File: config.mk
export PLATFORM = sky130hd
export DESIGN_NAME = slope_pwm
export DESIGN_NICKNAME = d
export VERILOG_FILES = /design/src/rtl/slope_pwm_pkg.sv /design/src/rtl/slope_pwm_datapath.sv /design/src/rtl/slope_pwm_channel.sv /design/src/rtl/slope_pwm_control.sv /design/src/rtl/slope_pwm.sv
export SDC_FILE = /design/constraint.sdc
export NUM_CORES = 1
export LEC_CHECK = 0
export BUFFER_PORTS_ARGS = -buffer_cell sky130_fd_sc_hd__buf_2
export CORE_MARGIN = 4
export CORE_UTILIZATION = 45
export CTS_CLUSTER_SIZE = 16
export DETAILED_ROUTE_END_ITERATION = 12
export PLACE_DENSITY = 0.6
export SLEW_MARGIN = 20
export SYNTH_ARGS = -nofsm -noshare
export SYNTH_HDL_FRONTEND = slang
export SYNTH_SLANG_ARGS = --single-unit
File: constraint.sdc
create_clock -name clk -period 2.3 [get_ports clk]
set_clock_uncertainty 0.15 [all_clocks]
set_input_delay 0.115 -clock clk [delete_from_list [all_inputs] [get_ports clk]]
set_output_delay 0.115 -clock clk [all_outputs]
set_load 0.1 [all_outputs]
File: src/rtl/slope_pwm_pkg.sv
package slope_pwm_pkg;

  localparam int NUM_CH = 2;

  typedef struct packed {
    logic advance;  // counter moves this cycle
    logic wrap;     // counter leaves TOP this cycle
  } pwmStrobe_t;

  typedef enum logic [1:0] {
    MODE_OFF      = 2'd0,
    MODE_TOGGLE   = 2'd1,
    MODE_SET_WRAP = 2'd2,
    MODE_CLR_WRAP = 2'd3
  } chanMode_t;

endpackage

File: src/rtl/slope_pwm_datapath.sv
module slope_pwm_datapath
  import slope_pwm_pkg::*;
#(
  parameter int CNT_W = 16
) (
  input  logic                           clk,
  input  logic                           rst,
  input  pwmStrobe_t                     strobe,
  input  logic                           topSel,
  input  logic                           periodWrEn,
  input  logic [NUM_CH-1:0]              cmpWrEn,
  input  logic [CNT_W-1:0]               wrData,
  output logic                           atTop,
  output logic [NUM_CH-1:0]              match,
  output logic [CNT_W-1:0]               cntVal,
  output logic [CNT_W-1:0]               topVal,
  output logic [NUM_CH-1:0][CNT_W-1:0]   actCmp
);

  localparam logic [CNT_W-1:0] CNT_ONE  = CNT_W'(1);
  localparam logic [CNT_W-1:0] CNT_ZERO = '0;

  logic [CNT_W-1:0]             periodReg;
  logic [NUM_CH-1:0][CNT_W-1:0] bufCmp;

  // Period register: written directly, no shadow copy.
  always_ff @(posedge clk) begin
    if (rst) begin
      periodReg <= CNT_ZERO;
    end else if (periodWrEn) begin
      periodReg <= wrData;
    end
  end

  // Free-running up counter gated by the tick strobe.
  always_ff @(posedge clk) begin
    if (rst) begin
      cntVal <= CNT_ZERO;
    end else if (strobe.wrap) begin
      cntVal <= CNT_ZERO;
    end else if (strobe.advance) begin
      cntVal <= cntVal + CNT_ONE;
    end
  end

  // Shadow buffers and active compare values.
  always_ff @(posedge clk) begin
    if (rst) begin
      bufCmp <= '0;
      actCmp <= '0;
    end else begin
      for (int ch = 0; ch < NUM_CH; ch++) begin
        if (cmpWrEn[ch]) begin
          bufCmp[ch] <= wrData;
        end
        if (strobe.wrap) begin
          actCmp[ch] <= bufCmp[ch];
        end
      end
    end
  end

  assign topVal = topSel ? actCmp[0] : periodReg;
  assign atTop  = (cntVal == topVal);

  always_comb begin
    for (int ch = 0; ch < NUM_CH; ch++) begin
      match[ch] = (cntVal == actCmp[ch]);
    end
  end

endmodule

File: src/rtl/slope_pwm_channel.sv
module slope_pwm_channel
  import slope_pwm_pkg::*;
#(
  parameter bit CAN_TOGGLE = 1'b0
) (
  input  logic       clk,
  input  logic       rst,
  input  pwmStrobe_t strobe,
  input  logic       match,
  input  logic       periodSrc,
  input  logic [1:0] mode,
  output logic       wave
);

  chanMode_t curMode;
  logic      toggleOk;
  logic      hitMatch;

  assign curMode  = chanMode_t'(mode);
  assign toggleOk = CAN_TOGGLE && periodSrc;
  assign hitMatch = strobe.advance && match;

  always_ff @(posedge clk) begin
    if (rst) begin
      wave <= 1'b0;
    end else begin
      unique case (curMode)
        MODE_OFF: begin
          wave <= 1'b0;
        end
        MODE_TOGGLE: begin
          if (!toggleOk) begin
            wave <= 1'b0;
          end else if (hitMatch) begin
            wave <= ~wave;
          end
        end
        MODE_SET_WRAP: begin
          if (strobe.wrap) begin
            wave <= 1'b1;
          end else if (hitMatch) begin
            wave <= 1'b0;
          end
        end
        MODE_CLR_WRAP: begin
          if (strobe.wrap) begin
            wave <= 1'b0;
          end else if (hitMatch) begin
            wave <= 1'b1;
          end
        end
        default: wave <= 1'b0;
      endcase
    end
  end

endmodule

File: src/rtl/slope_pwm_control.sv
module slope_pwm_control
  import slope_pwm_pkg::*;
(
  input  logic                   clk,
  input  logic                   rst,
  input  logic                   tick,
  input  logic                   topSel,
  input  logic                   ovfClr,
  input  logic                   atTop,
  input  logic [NUM_CH-1:0]      match,
  input  logic [NUM_CH-1:0][1:0] modeVec,
  output pwmStrobe_t             strobe,
  output logic [NUM_CH-1:0]      waveVec,
  output logic                   ovfFlag
);

  assign strobe.advance = tick;
  assign strobe.wrap    = tick && atTop;

  // Sticky overflow flag; a wrap beats a simultaneous clear.
  always_ff @(posedge clk) begin
    if (rst) begin
      ovfFlag <= 1'b0;
    end else if (strobe.wrap) begin
      ovfFlag <= 1'b1;
    end else if (ovfClr) begin
      ovfFlag <= 1'b0;
    end
  end

  // Channel 0 may define TOP and so owns the toggle mode.
  for (genvar ch = 0; ch < NUM_CH; ch++) begin : gChan
    slope_pwm_channel #(
      .CAN_TOGGLE(ch == 0)
    ) uChan (
      .clk      (clk),
      .rst      (rst),
      .strobe   (strobe),
      .match    (match[ch]),
      .periodSrc(topSel),
      .mode     (modeVec[ch]),
      .wave     (waveVec[ch])
    );
  end

endmodule

File: src/rtl/slope_pwm.sv
module slope_pwm
  import slope_pwm_pkg::*;
#(
  parameter int CNT_W = 16
) (
  input  logic             clk,
  input  logic             rst,
  input  logic             tick,
  input  logic             topSel,
  input  logic [1:0]       modeA,
  input  logic [1:0]       modeB,
  input  logic             periodWrEn,
  input  logic             cmpAWrEn,
  input  logic             cmpBWrEn,
  input  logic [CNT_W-1:0] wrData,
  input  logic             ovfClr,
  output logic             pwmA,
  output logic             pwmB,
  output logic             ovfFlag
);

  pwmStrobe_t                    strobe;
  logic                          atTop;
  logic [NUM_CH-1:0]             match;
  logic [CNT_W-1:0]              cntVal;
  logic [CNT_W-1:0]              topVal;
  logic [NUM_CH-1:0][CNT_W-1:0]  actCmp;
  logic [NUM_CH-1:0]             waveVec;

  slope_pwm_datapath #(
    .CNT_W(CNT_W)
  ) uData (
    .clk       (clk),
    .rst       (rst),
    .strobe    (strobe),
    .topSel    (topSel),
    .periodWrEn(periodWrEn),
    .cmpWrEn   ({cmpBWrEn, cmpAWrEn}),
    .wrData    (wrData),
    .atTop     (atTop),
    .match     (match),
    .cntVal    (cntVal),
    .topVal    (topVal),
    .actCmp    (actCmp)
  );

  slope_pwm_control uCtrl (
    .clk    (clk),
    .rst    (rst),
    .tick   (tick),
    .topSel (topSel),
    .ovfClr (ovfClr),
    .atTop  (atTop),
    .match  (match),
    .modeVec({modeB, modeA}),
    .strobe (strobe),
    .waveVec(waveVec),
    .ovfFlag(ovfFlag)
  );

  assign pwmA = waveVec[0];
  assign pwmB = waveVec[1];

endmodule

* After elaboration in Yosys (flattened, before gate mapping)
Index checks and enable logic that the tools add are counted.
** Word-level totals
- Register bits :: 99
- Bits of input ports :: 28
- Output and inout bits :: 3
- Logic and storage cells :: 50
** Operators by class
- $add $sub $neg :: 1
- Equal/unequal tests :: 14
- Mux-type cells :: 15
- Bitwise operators :: 1
- Reductions and logical operators :: 10
** Operators by type and width (number)
- 16-bit equality test :: 3
- 16-bit by 1-bit adder with 16-bit output, second input constant :: 1
- 16-bit two-way mux :: 1
- 3-bit != test, second input constant :: 5
- 1-bit two-way mux :: 12
- 2-bit equality test, second input constant :: 4
- 2-bit by 1-bit equality test with 1-bit output, second input constant :: 2
- 2-bit logical NOT :: 2
- 1-bit one-hot mux with 4 select lines :: 1
- 2-bit OR reduction :: 2
- 1-bit logical AND :: 3
- 1-bit one-hot mux with 3 select lines :: 1
- 3-bit AND reduction :: 1
- 2-bit AND reduction :: 1
- 2-bit nonzero test :: 1
- 1-bit NOT :: 1

* Logic depth before layout (Yosys ltp)
- Word-level depth :: 5
- Mapped depth :: 11
- Gate-level depth less buffers :: 6

* By module
Synthesis repeated with hierarchy kept, for this count alone.
** Unflattened totals
- Cells, all modules :: 462
- Area, all modules :: 4549.4 um2
** Modules (own cells, without submodules)
- slope_pwm_datapath :: times used 1, cells each 440, area an instance 4362.9 um2, sequential area each 1921.8 um2
- slope_pwm_channel (uCtrl.gChan[0].uChan) :: times used 1, cells each 10, area an instance 77.6 um2, sequential area each 20.0 um2
- slope_pwm_channel (uCtrl.gChan[1].uChan) :: times used 1, cells each 6, area an instance 58.8 um2, sequential area each 20.0 um2
- slope_pwm_control :: times used 1, cells each 6, area an instance 50.0 um2, sequential area each 20.0 um2

* Least setup slack after synthesis
OpenSTA, ideal clock, no wires.
- Path kind :: register to register
- Start point :: reg uData.cntVal[6]
- End point :: reg uData.cntVal[11]
- Library setup time :: 0.115 ns
- Data arrival time :: 1.833 ns
- Data required time :: 2.035 ns
- Path slack :: 0.202 ns
- Cell stages (with the launch flop) :: 11
- Path buffers :: 4
- Clock period less this slack :: 2.098 ns
- Cell sequence :: dfxtp_1 > buf_2 > xor2_1 > nor4_1 > a22oi_1 > and4bb_1 > buf_6 > or2_1 > buf_6 > buf_8 > nor2_2
** Between the ends
- Word-level cells in the longest chain between the ends :: 3
- Elaborated cells on any way between the ends :: 4
- Classes of those cells :: add/sub: 1; eq/ne: 1; reduce/logical: 2
** RTL lines
- start, declared :: RTL line slope_pwm_datapath.sv:15 : output logic [CNT_W-1:0] cntVal,
- start signal, assigned :: RTL line slope_pwm_datapath.sv:42 : cntVal <= cntVal + CNT_ONE;
- branches (longest 3 deep; another with 16-bit by 1-bit adder with 16-bit output)
Several ways; the timed one is not identified.
A chain may end at the register's enable or synchronous reset.

* Final worst setup path
- Start point :: reg uData.cntVal[12]
- End point :: reg uCtrl.gChan[1].uChan.wave
** Between the ends
- Word-level cells in the longest chain between the ends :: 4
- Elaborated cells on any way between the ends :: 10
- Classes of those cells :: eq/ne: 4; mux: 3; reduce/logical: 3
** RTL lines
- 16-bit equality test, on equally long branches :: RTL line slope_pwm_datapath.sv:64, slope_pwm_datapath.sv:68
- 1-bit logical AND, on equally long branches :: RTL line slope_pwm_control.sv:18, slope_pwm_channel.sv:21
- 1-bit two-way mux (tied with other cells) :: RTL line slope_pwm_channel.sv:46 : if (strobe.wrap) begin
- 1-bit one-hot mux with 3 select lines or 2-bit AND reduction (tied branches)
- end signal, assigned :: RTL line slope_pwm_channel.sv:35 : wave <= ~wave;
- end, declared :: RTL line slope_pwm_channel.sv:12 : output logic wave
Several ways; a longest one is shown, not always the timed one.

==> reports/metrics.yaml <==
status: "finished, final reports clean"
vias: 3085
wl_per_cell_um: 15.6
ant_nets: 0
ys.warnings.count: 0
antenna_found_initial: 0
whs_path_depth: 4
clock_path_buffers: 2
end_kind: "register"
post-place-cells: 588
synthXorXnorAreaFrac_pct: 12.5
grt_pass1_wl_um: 16000
htreeDepth: 3
finalCritPeriodShare_pct: 96.9
track_usage_pct: 17.9
yosysTopAreaCell: "dfxtp_1"
route.detailed.drc: 0
portBuffers: 30
io_pins: 31
synth_top_area_share_pct: 45.0
synthMuxAreaShare_pct: 20.7
clock_latency_ns: 0.37
hold_ws_ns: 0.0319
synth_top_family_by_area: "multiplexers"
maxSlewViolCount: 0
worstMarginPinSlew_ns: 0.592
coreArea_um2: 9370
post_cts_buffers: 0
ir_drop_uv: 288
finalWorstSetupSlack_ns: 0.0702
grt.overflow.total: 0
synth-seq-cells: 99
worst_path_dominant_cell_family: "simple AND/OR/NAND/NOR gates"
synthCells: 450
cts-root-buf: "clkbuf_8"
firstDrtPassIters: 4
synthAdderAreaFrac_pct: 0.284
vias_per_cell: 4.93
setup_violations: 0
ys_seq_area_share_pct: 45.0
rsz0062_at_grt: "true"
post-place-ws_ns: -0.0222
clkSinkCount: 99
crit_buf_inv: 1
worstPathArrival_ns: 2.35
power_density_nw_per_um2: 687
synth-simple-area-share_pct: 14.4
ys_types: 33
fin_crit_ns: 2.23
grt_pass1_vias: 3091
slowest_stage: "mux2_2"
slowest_delay_ns: 0.38
numCtsBuffers: 9
stdcell_count: 626
crit_type: "register to register"
power.total_mw: 3.53
initial_core_util_pct: 47.0
hpwl_um: 7060
p_leak_nw: 2.29
nNetsFinal: 521
area_growth_pct: 16.6
wl_um: 9740
cts_tree: "done"
die_x_um: 107
std_cell_rows: 35
fin_setup_tns_ns: 0
cap_violations: 0
synth-compound-area-share_pct: 1.59
worstPathMaxFanout: 4
drt_iter0_markers: 92
synth_fp_nets: 479
synth_area_leaders: "dfxtp_1 45%, mux2i_1 20%, xor2_1 8.9%"
startpoint_type: "register"
diodes: 0
r2r_cells: 7
slew_headroom_pct: 60.5
gp_congestion: 0.910
die_h_um: 107
syn_avg_cell_area_um2: 9.80
fmax_ghz: 0.448
clkTransAtPathRegs_ns: 0.10
dieArea_um2: 11400
required_ns: 2.42
synth.cell_area_um2: 4410
crit_chain: "buf_4 > xor2_1 > nor4_2 > nand3_1 > nor4_1 > mux2_2 > o21a_1"
path_depth: 7
hold_violations: 0
grt_start_max_net_pins: 46
worstHoldPathType: "input pin to register"
post_route_cells_drive_above_1_share_pct: 16.9
[final timing paths]
kind / from / to / slack (ns)
hold / removal: rst / uCtrl.gChan[1].uChan.wave / 0.03
hold reg to reg: uData.bufCmp[3] / uData.actCmp[3] / 0.36
setup / recovery: uData.cntVal[12] / uCtrl.gChan[1].uChan.wave / 0.07
setup reg to reg: uData.cntVal[12] / uCtrl.gChan[1].uChan.wave / 0.07
[layer usage]
metal  global-route usage, %  wire length, um  part of all wire, %  vias to the layer above
li1                        -                -                    -                     1558
met4                    6.94              198                  2.0                        0
met1                    23.8             4780                   49                     1477
met3                    3.55              197                  2.0                       16
met5                       0                0                    0                        -
met2                    28.6             4560                   47                       34
[report_power, final]
| part | internal, mW | switching, mW |
|---|---|---|
| clock network | 0.620 | 0.616 |
| logic | 0.213 | 0.245 |
| registers | 1.78 | 0.0552 |
| total | 2.62 | 0.916 |
[final cells by class]
type,count,area [um2]
clock buffers,9,124
clock inverters,7,98.8
fillers,872,4230
inverters,5,18.8
multi-input cells,308,2230
flip-flops and latches,99,1990
well taps,129,161
repair buffers,69,523
[sequential cells by signal (all words and copies together) (netlist names)]
name / count
uCtrl.ovfFlag: 1
uData.cntVal: 16
uData.periodReg: 16
uData.actCmp: 32
uData.bufCmp: 32
uCtrl.gChan.uChan.wave: 2
[cells in the final DEF, fill, tap and decap left out, types with 5 or more instances in the layout]
cell / count
buf_2: 30
dlygate4sd3_1: 22
mux2i_1: 89
clkbuf_8: 9
dfxtp_1: 98
nor2_2: 10
nand4_1: 6
nor2_1: 93
inv_1: 5
xor2_1: 43
nand2_1: 8
nand3_1: 7
xnor2_1: 18
buf_4: 15
[synthesized netlist by cell type]
library cell	count
dfxtp_1	99
nor2_1	93
mux2i_1	89
xor2_1	45
clkbuf_1	21
xnor2_1	18
nor2_2	10
buf_6	8
nand2_1	8
buf_2	7
nand3_1	7
nor4_1	7
nand4_1	6
inv_1	5
and3_1	4
a21oi_1	3
nor3_1	3
mux2_2	2
a21o_1	1
a22oi_1	1
a31o_2	1
a41oi_1	1
and4bb_1	1
buf_1	1
buf_8	1
ha_1	1
nand2b_1	1
nor2b_1	1
o211a_1	1
o21a_1	1
o21ai_0	1
or2_1	1
or4_1	1
[per-stage QoR]
stage,util (%),area [um2]
2_1_floorplan,-,4410
3_3_place_gp,49.6,4650
3_5_place_dp,49.6,4650
4_1_cts,54.5,5100
5_1_grt,54.8,5140
6_report,54.8,5140
[logic make-up (layout without fill, tap and decap cells)]
family	count (synthesis)	in the layout
simple gates	143	143
flops	99	99
mux	91	91
xor+xnor	63	63
buf+inv	43	90
compound gates	10	10
fa+ha+maj	1	1
[repair_timing]
item	CTS	global route
setup endpoints to repair	21	44
gates resized for setup	2	7
pin swaps	0	3
gates cloned	0	0
endpoints found under the hold margin	54	1
hold buffers	22	1
[worst register-to-register path: cells and delay by family, from the launching register on]
family          cells  cell delay [ns]
compound gates      1             0.16
xor+xnor            1             0.15
buf+inv             1             0.15
flops               1             0.33
mux                 1             0.38
simple gates        3             0.82
(Power assumes the default switching activity.)
